<file path="src/rtl/sttx_pkg.sv">
package sttx_pkg;
  typedef enum logic [1:0] {
    ST_IDLE  = 2'd0,
    ST_START = 2'd1,
    ST_DATA  = 2'd2,
    ST_STOP  = 2'd3
  } tx_state_e;
endpackage

</file>
<file path="src/rtl/sttx_bit_timer.sv">
module sttx_bit_timer #(
  parameter int DUR_W = 9
) (
  input  logic             clk,
  input  logic             rst,
  input  logic             load_i,
  input  logic [DUR_W-1:0] load_val_i,
  output logic             expired_o
);
  logic [DUR_W-1:0] cnt_q;

  always_ff @(posedge clk) begin
    if (rst)
      cnt_q <= '0;
    else if (load_i)
      cnt_q <= load_val_i;
    else if (cnt_q != '0)
      cnt_q <= cnt_q - 1'b1;
  end

  assign expired_o = (cnt_q == '0);
endmodule

</file>
<file path="src/rtl/sttx_shifter.sv">
module sttx_shifter #(
  parameter int DATA_W = 8
) (
  input  logic              clk,
  input  logic              rst,
  input  logic              load_i,
  input  logic [DATA_W-1:0] data_i,
  input  logic              shift_i,
  output logic              cur_o,
  output logic              next_o
);
  logic [DATA_W-1:0] sh_q;

  always_ff @(posedge clk) begin
    if (rst)
      sh_q <= '0;
    else if (load_i)
      sh_q <= data_i;
    else if (shift_i)
      sh_q <= {1'b0, sh_q[DATA_W-1:1]};
  end

  assign cur_o  = sh_q[0];
  assign next_o = sh_q[1];
endmodule

</file>
<file path="src/rtl/sttx_seq.sv">
module sttx_seq
  import sttx_pkg::*;
#(
  parameter int DATA_W      = 8,
  parameter int CNT_W       = 8,
  parameter int START_EXTRA = 5
) (
  input  logic             clk,
  input  logic             rst,
  input  logic             send_i,
  input  logic [CNT_W-1:0] bit_len_i,
  input  logic             start_stretch_i,
  input  logic             bit_stretch_i,
  input  logic             two_stop_i,
  input  logic             expired_i,
  input  logic             cur_i,
  input  logic             next_i,
  output logic             timer_load_o,
  output logic [CNT_W:0]   timer_val_o,
  output logic             sh_load_o,
  output logic             sh_shift_o,
  output logic             line_o,
  output logic             busy_o
);
  localparam int DUR_W = CNT_W + 1;
  localparam int IDX_W = (DATA_W > 1) ? $clog2(DATA_W) : 1;
  localparam logic [IDX_W-1:0] LAST_IDX = IDX_W'(DATA_W - 1);

  tx_state_e        state_q;
  logic [IDX_W-1:0] idx_q;
  logic             stop2_pend_q;
  logic [CNT_W-1:0] len_q;
  logic             bs_q;
  logic             line_q;
  logic             busy_q;

  logic             accept;
  logic             step;
  logic [DUR_W-1:0] bit_dur_in;
  logic [DUR_W-1:0] start_dur_in;
  logic [DUR_W-1:0] bit_dur_q;

  assign accept = send_i && (state_q == ST_IDLE) && !busy_q;
  assign step   = (state_q != ST_IDLE) && expired_i;

  assign bit_dur_in   = {1'b0, bit_len_i} + DUR_W'(bit_stretch_i);
  assign start_dur_in = bit_dur_in + (start_stretch_i ? DUR_W'(START_EXTRA) : '0);
  assign bit_dur_q    = {1'b0, len_q} + DUR_W'(bs_q);

  assign timer_load_o = accept || step;
  assign timer_val_o  = accept ? (start_dur_in - 1'b1) : (bit_dur_q - 1'b1);
  assign sh_load_o    = accept;
  assign sh_shift_o   = step && (state_q == ST_DATA) && (idx_q != LAST_IDX);

  always_ff @(posedge clk) begin
    if (rst) begin
      state_q      <= ST_IDLE;
      idx_q        <= '0;
      stop2_pend_q <= 1'b0;
      len_q        <= '0;
      bs_q         <= 1'b0;
      line_q       <= 1'b1;
      busy_q       <= 1'b0;
    end else if (accept) begin
      state_q      <= ST_START;
      idx_q        <= '0;
      stop2_pend_q <= two_stop_i;
      len_q        <= bit_len_i;
      bs_q         <= bit_stretch_i;
      line_q       <= 1'b0;
      busy_q       <= 1'b1;
    end else if (step) begin
      unique case (state_q)
        ST_START: begin
          state_q <= ST_DATA;
          line_q  <= cur_i;
        end
        ST_DATA: begin
          if (idx_q == LAST_IDX) begin
            state_q <= ST_STOP;
            line_q  <= 1'b1;
          end else begin
            idx_q  <= idx_q + 1'b1;
            line_q <= next_i;
          end
        end
        ST_STOP: begin
          if (stop2_pend_q) begin
            stop2_pend_q <= 1'b0;
          end else begin
            state_q <= ST_IDLE;
            busy_q  <= 1'b0;
          end
          line_q <= 1'b1;
        end
        default: begin
          state_q <= ST_IDLE;
          busy_q  <= 1'b0;
          line_q  <= 1'b1;
        end
      endcase
    end
  end

  assign line_o = line_q;
  assign busy_o = busy_q;
endmodule

</file>
<file path="src/rtl/stretch_serial_tx.sv">
module stretch_serial_tx #(
  parameter int DATA_W      = 8,
  parameter int CNT_W       = 8,
  parameter int START_EXTRA = 5,
  parameter int MIN_LEN     = 14
) (
  input  logic              clk,
  input  logic              rst,
  input  logic              send_i,
  input  logic [DATA_W-1:0] data_i,
  input  logic [CNT_W-1:0]  bit_len_i,
  input  logic              start_stretch_i,
  input  logic              bit_stretch_i,
  input  logic              two_stop_i,
  output logic              line_o,
  output logic              busy_o
);
  localparam int DUR_W = CNT_W + 1;

  logic             timer_load;
  logic [DUR_W-1:0] timer_val;
  logic             expired;
  logic             sh_load;
  logic             sh_shift;
  logic             cur_bit;
  logic             next_bit;

  sttx_bit_timer #(.DUR_W(DUR_W)) u_timer (
    .clk        (clk),
    .rst        (rst),
    .load_i     (timer_load),
    .load_val_i (timer_val),
    .expired_o  (expired)
  );

  sttx_shifter #(.DATA_W(DATA_W)) u_shift (
    .clk     (clk),
    .rst     (rst),
    .load_i  (sh_load),
    .data_i  (data_i),
    .shift_i (sh_shift),
    .cur_o   (cur_bit),
    .next_o  (next_bit)
  );

  sttx_seq #(
    .DATA_W      (DATA_W),
    .CNT_W       (CNT_W),
    .START_EXTRA (START_EXTRA)
  ) u_seq (
    .clk             (clk),
    .rst             (rst),
    .send_i          (send_i),
    .bit_len_i       (bit_len_i),
    .start_stretch_i (start_stretch_i),
    .bit_stretch_i   (bit_stretch_i),
    .two_stop_i      (two_stop_i),
    .expired_i       (expired),
    .cur_i           (cur_bit),
    .next_i          (next_bit),
    .timer_load_o    (timer_load),
    .timer_val_o     (timer_val),
    .sh_load_o       (sh_load),
    .sh_shift_o      (sh_shift),
    .line_o          (line_o),
    .busy_o          (busy_o)
  );
endmodule

</file>
<file path="config.mk">
export PLATFORM = sky130hd
export DESIGN_NAME = stretch_serial_tx
export DESIGN_NICKNAME = d
export VERILOG_FILES = /design/src/rtl/sttx_pkg.sv /design/src/rtl/sttx_bit_timer.sv /design/src/rtl/sttx_shifter.sv /design/src/rtl/sttx_seq.sv /design/src/rtl/stretch_serial_tx.sv
export SDC_FILE = /design/constraint.sdc
export NUM_CORES = 1
export LEC_CHECK = 0
export BUFFER_PORTS_ARGS = -buffer_cell sky130_fd_sc_hd__buf_2
export CAP_MARGIN = 15
export CORE_MARGIN = 2
export CORE_UTILIZATION = 53
export CTS_CLUSTER_DIAMETER = 30
export CTS_CLUSTER_SIZE = 20
export DETAILED_ROUTE_END_ITERATION = 10
export PLACE_DENSITY = 0.74
export SYNTH_ARGS = -nofsm -noshare
export SYNTH_HDL_FRONTEND = slang
export SYNTH_HIERARCHICAL = 1
export SYNTH_SLANG_ARGS = --single-unit
</file>
<file path="constraint.sdc">
create_clock -name clk -period 2.8 [get_ports clk]
set_input_delay 0.84 -clock clk [delete_from_list [all_inputs] [get_ports clk]]
set_output_delay 0.84 -clock clk [all_outputs]
set_load 0.005 [all_outputs]
</file>
After elaboration in Yosys (flattened, before gate mapping)
Cells that the tools add are included.
W data, S select, Z words.
{"block": "totals", "reg_bits": 34, "input_bits": 22, "output_inout_bits": 2, "word_cells": 72}
{"block": "op_classes", "n_addsub": 7, "eq_ne": 10, "muxes": 22, "n_bitwise": 1, "reduce_logical": 22}
{"cell": "$mux W9", "n": 3}
{"cell": "$sub A9 B1 Y9 const B", "n": 3}
{"cell": "$add A8 B1 Y9", "n": 2}
{"cell": "$mux W8", "n": 2}
{"cell": "$reduce_and A3 Y1", "n": 4}
{"cell": "$mux W1", "n": 11}
{"cell": "$reduce_bool A2 Y1", "n": 5}
{"cell": "$add A9 B9 Y9", "n": 1}
{"cell": "$logic_not A9 Y1", "n": 1}
{"cell": "$reduce_bool A9 Y1", "n": 1}
{"cell": "$ne A3 B3 Y1 const B", "n": 2}
{"cell": "$pmux W2 S3", "n": 1}
{"cell": "$logic_and A1 B1 Y1", "n": 5}
{"cell": "$eq A2 B2 Y1 const B", "n": 2}
{"cell": "$mux W2", "n": 2}
{"cell": "$ne A2 B2 Y1 const B", "n": 2}
{"cell": "$pmux W1 S2", "n": 2}
{"cell": "$reduce_or A2 Y1", "n": 2}
{"cell": "$add A3 B1 Y3 const B", "n": 1}
{"cell": "$eq A3 B3 Y1 const B", "n": 1}
{"cell": "$mux W3", "n": 1}
{"cell": "$ne A3 B2 Y1 const B", "n": 1}
{"cell": "$eq A2 B1 Y1 const B", "n": 1}
{"cell": "$logic_not A2 Y1", "n": 1}
{"cell": "other kinds (5)", "n": 5}

Longest topological paths before layout
{"block": "depth", "depth_word": 6, "depth_mapped": 14, "mapped_depth_nobuf": 14}

Modules after synthesis
The synthesis kept the hierarchy.
{"module": "sttx_seq", "instances": 1, "cells_each": 185, "area_per_inst_um2": 1370.1, "seq_area_each_um2": 340.3}
{"module": "sttx_bit_timer", "instances": 1, "cells_each": 62, "area_per_inst_um2": 514.2, "seq_area_each_um2": 180.2}
{"module": "sttx_shifter", "instances": 1, "cells_each": 35, "area_per_inst_um2": 369.1, "seq_area_each_um2": 160.2}

Worst setup path after synthesis
No wires, ideal clock.
{"block": "synth_path", "kind": "input port to flip-flop", "from": "in bit_len_i[0]", "to": "reg u_timer.cnt_q[8]", "setup_time_ns": 0.128, "arrival_time_ns": 2.627, "required_ns": 2.672, "setup_slack_ns": 0.045, "cell_stages": 14, "path_buffers": 0, "cell_sequence": "inv_1 > ha_1 > inv_1 > ha_1 > inv_1 > fa_1 > nor2b_4 > o31a_1 > o21ai_0 > xnor2_1 > o32ai_1 > nand2_1 > o21a_1 > nor2_1"}
{"block": "synth_via", "elab_chain_len": 5}
{"element": "start: declaration", "line": "stretch_serial_tx.sv:11", "source": "input logic [CNT_W-1:0] bit_len_i,"}
{"element": "$add A8 B1 Y9", "line": "sttx_seq.sv:46", "source": "assign bit_dur_in = {1'b0, bit_len_i} + DUR_W'(bit_stretch_i);"}
{"element": "$add A9 B9 Y9", "line": "sttx_seq.sv:47", "source": "assign start_dur_in = bit_dur_in + (start_stretch_i ? DUR_W'(START_EXTRA) : '0);"}
{"element": "$sub A9 B1 Y9", "line": "sttx_seq.sv:51", "source": "assign timer_val_o = accept ? (start_dur_in - 1'b1) : (bit_dur_q - 1'b1);"}
{"element": "$mux W9", "line": "sttx_seq.sv:51"}
{"element": "named net timer_val[8]", "line": "stretch_serial_tx.sv:21", "source": "logic [DUR_W-1:0] timer_val;"}
{"element": "$mux W9", "line": "sttx_bit_timer.sv:15", "source": "else if (load_i)"}
{"element": "end signal: assignment", "line": "sttx_bit_timer.sv:16", "source": "cnt_q <= load_val_i;"}
{"element": "end signal: assignment", "line": "sttx_bit_timer.sv:18", "source": "cnt_q <= cnt_q - 1'b1;"}
{"element": "end: declaration", "line": "sttx_bit_timer.sv:10", "source": "logic [DUR_W-1:0] cnt_q;"}
The timed path passes the listed nets, and every way through them passes these cells.
A chain may end at the register's enable or synchronous reset.

Worst setup path after layout
{"block": "layout_path", "from": "in bit_len_i[0]", "to": "reg u_timer.cnt_q[6]"}
The elaborated chain is that of the path after synthesis.

==> impl_results.md <==
- Fill cells: 353
- Most frequent cells in the layout: 43 x nand2_1, 34 x dfxtp_1, 26 x inv_1
- DR iter-0 viols: 95
- IO Pins: 24
- Worst VDD drop: 0.304 mV
- Total congestion overflow: 0
- Placed Instances: 360
- Flop pwr share: 35.7%
- Top post-synthesis cells by area: dfxtp_1 30%, ha_1 11%, nand2_1 7.2%
- Final core occ: 64.2%
- # DRC: 0
- H-tree level count: 2
- Layout cells sized above 1: 17.9%
- Cell count after synthesis: 282
- CTS root buf: clkbuf_8
- Critical Path AT: 2.87 ns
- Final period util: 95.1%
- Syn-to-layout area delta: 15.7%
- PwrDens: 723 nW/um^2
- Dpl hpwl: 3580 um
- Area leader, netlist: dfxtp_1
- Final setup viols: 0
- # hold bufs at CTS: 0
- Die W: 69.2 um
- Finished Cell Area: 2610 um^2
- CTS buffer count: 5
- Net Sw Power: 703 uW
- Synthesized area: 2250 um^2
- Clk_skew: 0.00990 ns
- Final Max Tran Viols: 0
- Worst Hold Class: register to register
- Post-synth top area share: 30.2%
- Final Hold Fails: 0
- Die H: 69.2 um
- CP Launch Type: primary input
- Internal Dissipation: 1.18 mW
- Dominant synthesized flop cell: dfxtp_1
- Leak: 1.16 nW
- Synth Register Bits: 34
- Sequential-to-total area share from yosys stat: 30.2%
- Logic gate share of total power: 44.1%
- DRT Wirelength: 4810 um
- Crit-path cells: buf_2, inv_1, ha_1, inv_1, ha_1, inv_1, fa_2, nor2b_4, o31a_1, o21a_1, o211a_1, a211oi_2, nor2b_1, nor3_1
- Initial antenna violation count: 0
- Async SR Flop Fraction: 0%
- Clock Latency Late Sink: 0.28 ns
- Most common cell after layout, fill and taps aside: nand2_1
- Outcome: finished clean
- Highest routed layer: met4
- Most used cell, CP: inv_1
- Worst slew pin tran: 0.648 ns
- Max cap viols: 0
- Placed cell areas: 2500 um^2
- Global-route wire length before repair: 8220 um
- Port Buffers: 23
- Vias in the first global route: 1855
- Mean Syn Cell Area: 7.99 um^2
- Max-slew headroom: 56.8%
- Min Hold Slack: 0.459 ns
- Footprint of the multi-input gates: 1420 um^2
- Wire length per cell: 13.1 um
- Post-DRT Antenna Nets: 0
- GRT Util Overall: 20.6%
- Crit-path max FO: 3
- Inserted Diodes: 0
- Setup Fix Bufs, Post-CTS: 0
- CTS tree: yes
- Clock Path Buffers: 2
- Slowest-stage cell, CP: ha_1
- Nets: 359
- Tmin final: 2.66 ns
- Largest net degree at the start of global routing: 36
- Post-synth EDFFs: 0
- Register area: 681 um^2
- Non-filler cells, final: 368
- Sw frac: 37.3%
- Vias per inst: 5.36
- Critical setup path kind: primary input to register
- GP Congestion: 0.833
- Rows: 23
- Vias after detailed routing: 1972
- Clock Power Share: 20.2%
- Router iterations before antenna repair: 4
- Final Power: 1.88 mW
- Net Count, Synth: 324
- Die area: 4790 um^2
- Crit. End Element: register
- Initial Utilization: 55.5%
- Slowest cell delay on critical path: 0.27 ns
- Reg clk slew, reported paths: 0.07 ns
- F_max: 0.375 GHz
- Met3 wire len: 126 um
- Synthesis Warnings: 6
- Clk sink count: 34
- Cell variety after synth: 44
- Worst EP required: 3.01 ns
- Metal-1 WL: 2420 um
- Core ar.: 4060 um^2
- Detail Route met2 WL: 2230 um
[Yosys cell counts (3+ instances only)]
cell type / n
nor4_1: 3
ha_1: 19
a21oi_1: 20
xnor2_1: 6
mux2i_1: 13
dfxtp_1: 34
inv_1: 26
nor2_1: 15
nor2b_1: 12
buf_2: 3
nand2_1: 43
o21a_1: 5
o21ai_0: 13
a211oi_1: 11
clkbuf_1: 5
xor2_1: 7
nor3_1: 13
[final cells by class]
type	instances	area share, %
Multi-Input combinational cell	210	54.3
Sequential cell	34	26.1
Timing Repair Buffer	40	9.79
Inverter	26	3.74
Clock buffer	6	3.17
Tap cell	50	2.40
Clock inverter	2	0.480
[flip-flops by register name, summed over array words and instances (netlist names)]
signal,flops
u_timer/cnt_q,9
u_seq/len_q,8
u_shift/sh_q,8
u_seq/idx_q,3
u_seq/state_q,2
u_seq/bs_q,1
u_seq/busy_o,1
u_seq/line_o,1
u_seq/stop2_pend_q,1
[final timing paths]
check,from,endpoint,slack (ns),cells after the start
worst max-delay path,bit_len_i[0],u_timer/cnt_q[6],0.14,14
worst min-delay path,u_seq/len_q[0],u_seq/len_q[0],0.46,2
worst max register to register,u_timer/cnt_q[0],u_shift/sh_q[1],0.16,10
worst min register to register,u_seq/len_q[0],u_seq/len_q[0],0.46,2
[power groups by stage]
stage	logic [mW]	clock network, mW	registers, mW
2_1_floorplan	0.633	0	0.661
3_3_place_gp	0.793	0	0.678
5_1_grt	0.927	0.414	0.689
6_report	0.831	0.380	0.673
3_5_place_dp	0.813	0	0.683
4_1_cts	0.822	0.391	0.674
[metal layers]
metal  up-vias  track usage [%]
li1       1046                -
met1       891             27.6
met2        31             34.1
met3         4             4.36
met4         0             5.01
met5         -                0
[logic make-up (layout without fill, tap and decap cells)]
group           Yosys count  in the layout  synth area share, %
mux                      14             14                 6.27
fa+ha+maj                20             20                 11.4
simple gates             97             97                 21.0
flops                    34             34                 30.2
buf+inv                  38             74                 7.44
xor+xnor                 13             13                 5.05
compound gates           66             66                 18.6
[per-stage QoR]
| step | setup slack [ns] | TNS, ns |
|---|---|---|
| 2_1_floorplan | 0.0450 | 0 |
| 3_3_place_gp | -0.124 | -0.235 |
| 3_5_place_dp | -0.209 | -0.444 |
| 4_1_cts | 0.0920 | 0 |
| 5_1_grt | -0.0263 | -0.0263 |
| 6_report | 0.136 | 0 |
[repair_timing]
item	in CTS	in global routing
hold endpoints to repair	0	0
gates resized for setup	0	3
endpoints found under the setup margin	0	3
[critical path: cells and delay by family]
kind | cells | cell delay, ns
buf+inv | 4 | 0.24
fa+ha+maj | 3 | 0.67
compound gates | 4 | 0.88
simple gates | 3 | 0.22
Note: power is estimated with default switching activity, not from simulation.
